===== config.mk =====
export PLATFORM = sky130hd
export DESIGN_NAME = lspwm_gen
export DESIGN_NICKNAME = d
export VERILOG_FILES = /design/src/rtl/lspwm_pkg.sv /design/src/rtl/lspwm_carrier.sv /design/src/rtl/lspwm_compare.sv /design/src/rtl/lspwm_bridge_map.sv /design/src/rtl/lspwm_gen.sv
export SDC_FILE = /design/constraint.sdc
export NUM_CORES = 1
export LEC_CHECK = 0
export BUFFER_PORTS_ARGS = -buffer_cell sky130_fd_sc_hd__buf_2
export CAP_MARGIN = 0
export CORE_MARGIN = 4
export CORE_UTILIZATION = 50
export DETAILED_ROUTE_END_ITERATION = 6
export PLACE_DENSITY = 0.77
export SYNTH_ARGS = -nofsm -noshare
export SYNTH_HDL_FRONTEND = slang
export SYNTH_SLANG_ARGS = --single-unit

===== constraint.sdc =====
create_clock -name clk_i -period 4.5 [get_ports clk_i]
set_clock_uncertainty 0.2 [all_clocks]
set_input_delay 0.9 -clock clk_i [delete_from_list [all_inputs] [get_ports clk_i]]
set_output_delay 0.9 -clock clk_i [all_outputs]
set_load 0.005 [all_outputs]

===== src/rtl/lspwm_pkg.sv =====
package lspwm_pkg;
  localparam logic [1:0] MODE_PD   = 2'd0;
  localparam logic [1:0] MODE_POD  = 2'd1;
  localparam logic [1:0] MODE_APOD = 2'd2;

  // {lower-right, upper-right, lower-left, upper-left}
  localparam logic [3:0] SW_POS  = 4'b1001;
  localparam logic [3:0] SW_NEG  = 4'b0110;
  localparam logic [3:0] SW_ZERO = 4'b0101;

  function automatic logic inv_sel(input logic [1:0] mode, input int j, input int nc);
    case (mode)
      MODE_POD:  return (j >= nc / 2);
      MODE_APOD: return ((j % 2) == 1);
      default:   return 1'b0;
    endcase
  endfunction
endpackage


===== src/rtl/lspwm_carrier.sv =====
module lspwm_carrier #(
  parameter int BAND = 16,
  parameter int DIV  = 2,
  localparam int CW  = $clog2(BAND + 1),
  localparam int PW  = (DIV > 1) ? $clog2(DIV) : 1
) (
  input  logic          clk_i,
  input  logic          rst_ni,
  output logic [CW-1:0] cnt_o,
  output logic          valley_o
);
  logic [PW-1:0] pre_q;
  logic [CW-1:0] cnt_q;
  logic          up_q;
  logic          tick;

  assign tick     = (pre_q == PW'(DIV - 1));
  assign valley_o = tick && (cnt_q == '0);
  assign cnt_o    = cnt_q;

  always_ff @(posedge clk_i or negedge rst_ni) begin
    if (!rst_ni) begin
      pre_q <= '0;
      cnt_q <= '0;
      up_q  <= 1'b1;
    end else if (tick) begin
      pre_q <= '0;
      if (up_q) begin
        cnt_q <= cnt_q + CW'(1);
        if (cnt_q == CW'(BAND - 1)) up_q <= 1'b0;
      end else begin
        cnt_q <= cnt_q - CW'(1);
        if (cnt_q == CW'(1)) up_q <= 1'b1;
      end
    end else begin
      pre_q <= pre_q + PW'(1);
    end
  end

  AST_CNT_RANGE: assert property (@(posedge clk_i) disable iff (!rst_ni)
    cnt_q <= CW'(BAND));
  AST_CNT_STEP: assert property (@(posedge clk_i) disable iff (!rst_ni)
    tick |=> ((cnt_q == $past(cnt_q) + CW'(1)) || (cnt_q == $past(cnt_q) - CW'(1))));
  AST_CNT_HOLD: assert property (@(posedge clk_i) disable iff (!rst_ni)
    !tick |=> $stable(cnt_q));
endmodule


===== src/rtl/lspwm_compare.sv =====
module lspwm_compare #(
  parameter int NC    = 4,
  parameter int BAND  = 16,
  parameter int REF_W = 8,
  localparam int CW   = $clog2(BAND + 1),
  localparam int LW   = $clog2(NC + 1),
  localparam int SW   = REF_W + 2
) (
  input  logic [CW-1:0]           cnt_i,
  input  logic [1:0]              mode_i,
  input  logic signed [REF_W-1:0] ref_i,
  output logic [NC-1:0]           hit_o,
  output logic [LW-1:0]           level_o
);
  logic signed [SW-1:0] ref_ext;
  assign ref_ext = SW'(ref_i);

  for (genvar j = 0; j < NC; j++) begin : g_car
    localparam int BASE = (j - NC / 2) * BAND;
    logic                 inv;
    logic [CW-1:0]        t;
    logic signed [SW-1:0] car;
    assign inv      = lspwm_pkg::inv_sel(mode_i, j, NC);
    assign t        = inv ? (CW'(BAND) - cnt_i) : cnt_i;
    assign car      = $signed(SW'(BASE)) + $signed(SW'(t));
    assign hit_o[j] = (ref_ext > car);
  end

  always_comb begin
    level_o = '0;
    for (int j = 0; j < NC; j++) level_o = level_o + LW'(hit_o[j]);
  end
endmodule


===== src/rtl/lspwm_bridge_map.sv =====
module lspwm_bridge_map #(
  parameter int NC    = 4,
  localparam int NCELL = NC / 2,
  localparam int LW   = $clog2(NC + 1)
) (
  input  logic [LW-1:0]        level_i,
  output logic [4*NCELL-1:0]   gate_o
);
  import lspwm_pkg::*;

  for (genvar k = 0; k < NCELL; k++) begin : g_cell
    logic pos, neg;
    assign pos = (level_i >= LW'(NC / 2 + k + 1));
    assign neg = (level_i <= LW'(NC / 2 - k - 1));
    assign gate_o[4*k +: 4] = pos ? SW_POS : (neg ? SW_NEG : SW_ZERO);
  end
endmodule


===== src/rtl/lspwm_gen.sv =====
module lspwm_gen #(
  parameter int LEVELS = 5,
  parameter int BAND   = 16,
  parameter int DIV    = 2,
  parameter int REF_W  = 8,
  localparam int NC    = LEVELS - 1,
  localparam int NCELL = NC / 2,
  localparam int CW    = $clog2(BAND + 1),
  localparam int LW    = $clog2(NC + 1)
) (
  input  logic                    clk_i,
  input  logic                    rst_ni,
  input  logic                    en_i,
  input  logic [1:0]              mode_i,
  input  logic signed [REF_W-1:0] ref_i,
  output logic [4*NCELL-1:0]      gate_o,
  output logic [LW-1:0]           level_o
);
  import lspwm_pkg::*;

  logic [CW-1:0]      cnt;
  logic               valley;
  logic [1:0]         mode_q;
  logic               active_q;
  logic [NC-1:0]      hit;
  logic [LW-1:0]      lvl;
  logic [4*NCELL-1:0] gates;
  logic               run;

  lspwm_carrier #(.BAND(BAND), .DIV(DIV)) i_carrier (
    .clk_i, .rst_ni, .cnt_o(cnt), .valley_o(valley)
  );

  lspwm_compare #(.NC(NC), .BAND(BAND), .REF_W(REF_W)) i_compare (
    .cnt_i(cnt), .mode_i(mode_q), .ref_i, .hit_o(hit), .level_o(lvl)
  );

  lspwm_bridge_map #(.NC(NC)) i_map (.level_i(lvl), .gate_o(gates));

  assign run = en_i && active_q;

  always_ff @(posedge clk_i or negedge rst_ni) begin
    if (!rst_ni) begin
      mode_q   <= MODE_PD;
      active_q <= 1'b0;
      level_o  <= LW'(NC / 2);
      gate_o   <= {NCELL{SW_ZERO}};
    end else begin
      if (valley) mode_q <= mode_i;
      if (!en_i)       active_q <= 1'b0;
      else if (valley) active_q <= 1'b1;
      level_o <= run ? lvl : LW'(NC / 2);
      gate_o  <= run ? gates : {NCELL{SW_ZERO}};
    end
  end

  for (genvar k = 0; k < NCELL; k++) begin : g_leg_chk
    AST_NO_SHOOT: assert property (@(posedge clk_i) disable iff (!rst_ni)
      !(gate_o[4*k] && gate_o[4*k+1]) && !(gate_o[4*k+2] && gate_o[4*k+3]));
  end

  AST_LEVEL_RANGE: assert property (@(posedge clk_i) disable iff (!rst_ni)
    level_o <= LW'(NC));
  for (genvar j = 0; j + 1 < NC; j++) begin : g_thermo_chk
    AST_BAND_ORDER: assert property (@(posedge clk_i) disable iff (!rst_ni)
      hit[j+1] |-> hit[j]);
  end
  AST_IDLE_ZERO: assert property (@(posedge clk_i) disable iff (!rst_ni)
    !en_i |=> (gate_o == {NCELL{SW_ZERO}}) && (level_o == LW'(NC / 2)));
  AST_START_VALLEY: assert property (@(posedge clk_i) disable iff (!rst_ni)
    $rose(active_q) |-> $past(valley));
  AST_MODE_HOLD: assert property (@(posedge clk_i) disable iff (!rst_ni)
    !valley |=> $stable(mode_q));
endmodule


# Word level (Yosys, flattened, before mapping)
# Index checks and enable logic that the tools add are counted.
# W data, S select, Z words.
totals:
  regBits: 21
  latch_bits: 0
  ramBits: 0
  mem_bits_ro: 0
  input_bits: 13
  output_inout_bits: 11
  word_cells: 53
  memories: 0
classes:
  n_addsub: 10
  multipliers: 0
  div_mod_pow: 0
  n_lt_le_gt_ge: 8
  eq_ne: 5
  n_shift: 0
  mux: 19
  bitwise_logic: 0
  n_reduce_logical: 4
op_table:
  columns: ["cell", "n"]
  rows:
  - ["$gt A8 B7 Y1", 3]
  - ["$mux W5", 4]
  - ["$mux W1", 9]
  - ["$gt A8 B6 Y1", 1]
  - ["$mux W4", 2]
  - ["$mux W8", 1]
  - ["$add A5 B6 Y7 const A", 1]
  - ["$add A6 B6 Y7 const A", 1]
  - ["$add A3 B1 Y3", 2]
  - ["$add A5 B5 Y6 const A", 1]
  - ["$le A3 B1 Y1 const B", 2]
  - ["$add A5 B1 Y5 const B", 1]
  - ["$eq A5 B1 Y1 const B", 1]
  - ["$eq A5 B4 Y1 const B", 1]
  - ["$logic_not A5 Y1", 1]
  - ["$sub A5 B1 Y5 const B", 1]
  - ["$sub A5 B5 Y5 const A", 1]
  - ["$mux W2", 2]
  - ["$ge A3 B2 Y1 const B", 1]
  - ["$ge A3 B3 Y1 const B", 1]
  - ["$mux W3", 1]
  - ["$add A1 B1 Y2", 1]
  - ["$eq A2 B1 Y1 const B", 1]
  - ["$eq A2 B2 Y1 const B", 1]
  - ["4 further kinds", 5]

# Depth between registers and ports, before layout
depth:
  depth_word: 12
  ltp_mapped: 18

# Hierarchy
# A second synthesis with hierarchy kept.
hier_totals:
  cells_unflattened: 183
  hier_area_um2: 1759.2
modules_own_cells:
  columns: ["module", "instances", "cells_per_inst", "area_per_inst_um2", "seq_area_each_um2"]
  rows:
  - ["lspwm_compare", 1, 103, 817.0, 0.0]
  - ["lspwm_gen", 1, 30, 480.5, 356.6]
  - ["lspwm_carrier", 1, 40, 404.1, 176.4]
  - ["lspwm_bridge_map", 1, 10, 57.6, 0.0]

# Worst setup path before layout
# OpenSTA, ideal clock, no wires.
synth_path:
  path_type: "reg2reg"
  start: "register i_carrier.cnt_q[1] (netlist: i_carrier.cnt_o[1])"
  end: "register gate_o[5]"
  t_arrival_ns: 4.196
  required_ns: 4.236
  path_slack_ns: 0.040
  stages_incl_launch_ff: 18
  n_path_buf: 0
  synth_period_minus_slack_ns: 4.460
  cell_sequence: "dfrtp_1 > inv_1 > ha_1 > nor3b_1 > ha_1 > mux2i_1 > ha_1 > a211oi_2 > nand2_1 > a2111oi_1 > o22ai_1 > ha_1 > fa_1 > inv_1 > ha_1 > nand3b_1 > or3_1 > inv_1"
synth_via:
  elab_chain_len: 11
  word_cells_on_any_way: 19
synth_rtl:
  columns: ["item", "line", "source"]
  rows:
  - ["from (decl)", "lspwm_carrier.sv:13", "logic [CW-1:0] cnt_q;"]
  - ["from (signal assigned)", "lspwm_carrier.sv:29", "cnt_q <= cnt_q + CW'(1);"]
  - ["from (signal assigned)", "lspwm_carrier.sv:32", "cnt_q <= cnt_q - CW'(1);"]
  - ["$sub A5 B5 Y5", "lspwm_compare.sv:24", "assign t = inv ? (CW'(BAND) - cnt_i) : cnt_i;"]
  - ["$mux W5", "lspwm_compare.sv:24", null]
  - ["$add A5 B6 Y7", "lspwm_compare.sv:25", "assign car = $signed(SW'(BASE)) + $signed(SW'(t));"]
  - ["$gt A8 B7 Y1", "lspwm_compare.sv:26", "assign hit_o[j] = (ref_ext > car);"]
  - ["$add A1 B1 Y2", "lspwm_compare.sv:31", "for (int j = 0; j < NC; j++) level_o = level_o + LW'(hit_o[j]);"]
  - ["$add A3 B1 Y3", "lspwm_compare.sv:31", null]
  - ["$add A3 B1 Y3 *", "lspwm_compare.sv:31", null]
  - ["$le A3 B1 Y1", "lspwm_bridge_map.sv:14", "assign neg = (level_i <= LW'(NC / 2 - k - 1));"]
  - ["$mux W2", "lspwm_bridge_map.sv:15", "assign gate_o[4*k +: 4] = pos ? SW_POS : (neg ? SW_NEG : SW_ZERO);"]
  - ["$mux W4 *", "lspwm_bridge_map.sv:15", null]
  - ["$mux W8 *", "lspwm_gen.sv:53", "gate_o <= run ? gates : {NCELL{SW_ZERO}};"]
  - ["to (signal assigned)", "lspwm_gen.sv:47", "gate_o <= {NCELL{SW_ZERO}};"]
  - ["to (signal assigned)", "lspwm_gen.sv:53", null]
  - ["to (decl)", "lspwm_gen.sv:16", "output logic [4*NCELL-1:0] gate_o,"]
# Every way passes the cells marked *; elsewhere a longest branch is shown, timed or not.
# A chain may end at the register's enable or synchronous reset.

# Final worst setup path
# Ends and elaborated chain as after synthesis.

==> metrics.md <==
| Metric | Value |
|---|---|
| Synthesis Warnings | 0 |
| Gr ovfl total | 0 |
| PwrDens | 176 mW/mm2 |
| Inst Count DP | 238 |
| Initial Util | 53.4% |
| Slew @ Worst Pin | 0.480 ns |
| Power Total | 339 uW |
| First-pass GRT wire length | 6130 um |
| WHS | 0.315 ns |
| Cell mode on critical path | ha_1 |
| DRC Markers | 0 |
| Slew HR | 67.8% |
| Vias/cell | 5.57 |
| Critical Path RT | 4.56 ns |
| Vias in the first global route | 1440 |
| Die ar. | 0.00433 mm2 |
| Mean post-synth cell area | 10.0 um2 |
| Main area contributors after synthesis | ha_1, dfrtp_1, dfstp_2, xnor2_1, inv_1 |
| Initial DRC Count | 31 |
| CTS max path bufs | 2 |
| VDD IR max | 0.000102 V |
| Drt wl/cell | 14.7 um |
| Syn nets | 213 |
| Final-stage net count | 246 |
| Most used DFF post-synth | dfrtp_1 |
| Final std cells w/o fill | 243 |
| Routability Congestion | 0.909 |
| Crit path kind | reg2reg |
| Total routed wirelength | 3580 um |
| Crit start category | flip-flop |
| P&R area growth vs syn | 15.3% |
| Max FO, Critical Path | 3 |
| Post-route minimum period | 4.36 ns |
| Critical Path Max Stage Delay | 0.40 ns |
| Vias after detailed routing | 1353 |
| Clock sink count | 21 |
| Asr flop ratio synth | 100% |
| TritonCTS clock tree | yes |
| Clock buffer count from CTS | 3 |
| Htree depth | 1 |
| Layout fillers | 268 |
| Flop-to-flop setup slack | 0.14 ns |
| # rows | 20 |
| Sequential-to-total area share from yosys stat | 31.9% |
| Post-route ant nets | 0 |
| Leading cell type in the layout, fill and taps excluded | ha_1 |
| FMAX | 230 MHz |
| Initial antenna violation count | 0 |
| Die extent in x | 65.8 um |
| Mapped Cells | 167 |
| Worst-Skew Late Latency | 0.31 ns |
| Number of synthesized flops with an enable pin | 0 |
| Post-Place Cell Area | 0.00187 mm2 |
| Hold crit path type | in2async |
| Most area-hungry cell type in the Yosys netlist | ha_1 |
| Area share of the largest cell type after synthesis | 24.0% |
| Lkg Pwr | 0.000981 uW |
| Post-route cell area | 0.00193 mm2 |
| Clock-pin transition on the worst setup and hold timing paths | 0.11 ns |
| Pin count of the biggest net entering global routing | 22 |
| Share of layout cells above drive strength 1 | 27.1% |
| Post-synth cell types | 42 |
| Final setup viols | 0 |
| Die Span Y | 65.8 um |
| Io pins | 24 |
| Final hold vios | 0 |
| GRT Util Overall | 18.3% |
| CP max-delay cell | fa_2 |
| Outcome | finished clean |
| Worst path cell trace | inv_1, ha_1, nor3b_4, ha_1, mux2i_2, ha_1, a211oi_2, nand2_1, a2111oi_2, o22ai_1, ha_1, fa_2, inv_1, ha_1, nand3b_1, or3_1, inv_1 |
| Most frequent cells in the layout | ha_1, buf_2, inv_1 |
| Ant. Diodes | 0 |
| Final core utilization | 61.6% |
| DR pass1 iterations | 4 |
| Final Cycle Share | 96.8% |
| Input/output buffers | 23 |
| CTS root buffer | clkbuf_4 |
| Final-report max-slew violation count | 0 |
| #FFs+latches synth | 21 |
| Crit path capture type | flip-flop |
| Post-synthesis cell area | 0.00167 mm2 |
| Arrival time worst endpoint | 4.41 ns |
| MaxCap Viol Count | 0 |
| Hpwl dp | 2900 um |
| Core Region | 0.00313 mm2 |
## cell families after synthesis
kind of cell / Yosys count / synth area share (%)
DFF: 21 / 31.9
buffers and inverters: 21 / 5.46
xor gates and xnor gates: 10 / 5.69
AOI/OAI and AO/OA: 30 / 12.5
and+or+nand+nor: 44 / 14.3
adders and majority gates: 33 / 25.1
muxes: 8 / 5.01
## worst paths after layout
check                           depth (start not counted)                            from                         end
worst max register to register                         17  i_carrier.cnt_o[1]$_DFFE_PN0P_         gate_o[5]$_DFF_PN0_
worst max-delay path                                   17  i_carrier.cnt_o[1]$_DFFE_PN0P_         gate_o[5]$_DFF_PN0_
max in group asynchronous                               1                          rst_ni  i_carrier.up_q$_DFFE_PN1P_
min in group clk_i                                      1            active_q$_DFFE_PN0P_        level_o[1]$_DFF_PN1_
worst min-delay path                                    1                          rst_ni        level_o[2]$_DFF_PN0_
worst min register to register                          1            active_q$_DFFE_PN0P_        level_o[1]$_DFF_PN1_
## critical path, delay by kind of cell, from the launching register on
kind                     cells  cell delay [ns]
adder cells (fa/ha/maj)      6             1.71
AND/OR/NAND/NOR              4             0.81
AO/OA/AOI/OAI                3             0.77
flip-flops                   1             0.39
buffers and inverters        3             0.22
multiplexers                 1             0.19
## layer usage
layer	part of all wire (%)	global-route usage [%]
met5	0	0
met4	3.0	7.25
met3	5.4	4.59
met2	51	33.5
met1	41	19.8
## cells in the mapped netlist (2+ instances only)
cell	instances
a31oi_1	3
a21oi_1	5
nor2_1	7
o21ai_0	7
dfstp_2	6
nor2b_1	7
a21o_1	2
xnor2_1	8
mux2i_1	5
nand3_1	6
nand3b_1	2
nand2_1	8
nand4_1	3
mux2_2	3
dfrtp_1	15
ha_1	32
and3_1	6
inv_1	18
## registers in the layout, summed over array words and instances (netlist names)
name	cells
i_carrier.pre_q	1
mode_q	2
i_carrier.up_q	1
i_carrier.cnt_o	5
gate_o	8
level_o	3
active_q	1
## metrics by stage
stage | setup WS, ns | setup TNS, ns
5_1_grt | -0.0757 | -0.0990
3_5_place_dp | 0.0188 | 0
2_1_floorplan | 0.0401 | 0
4_1_cts | 0.0756 | 0
6_report | 0.144 | 0
3_3_place_gp | 0.187 | 0
## timing repair
| item | CTS | global route |
|---|---|---|
| buffers inserted | 0 | 1 |
| hold buffers | 0 | 0 |
| pin swaps | 0 | 2 |
| endpoints found under the setup margin | 2 | 3 |
| gates resized for setup | 1 | 4 |
## power breakdown
group	internal (uW)	total [uW]	switching (uW)
combinational	25.9	59.0	33.1
sequential	190	191	0.779
clock	33.2	89.6	56.3
total	249	339	90.3
## area by class of cell
| cell class | instances | area, um2 | share of cell area (%) |
|---|---|---|---|
| Inverter | 18 | 67.6 | 3.50 |
| Timing Repair Buffer | 31 | 175 | 9.09 |
| Multi-Input combinational cell | 125 | 1070 | 55.5 |
| Clock inverter | 1 | 5.00 | 0.260 |
| Tap cell | 44 | 55.1 | 2.86 |
| Sequential cell | 21 | 533 | 27.6 |
| Clock buffer | 3 | 22.5 | 1.17 |
Power figures use the tool's default switching activity.
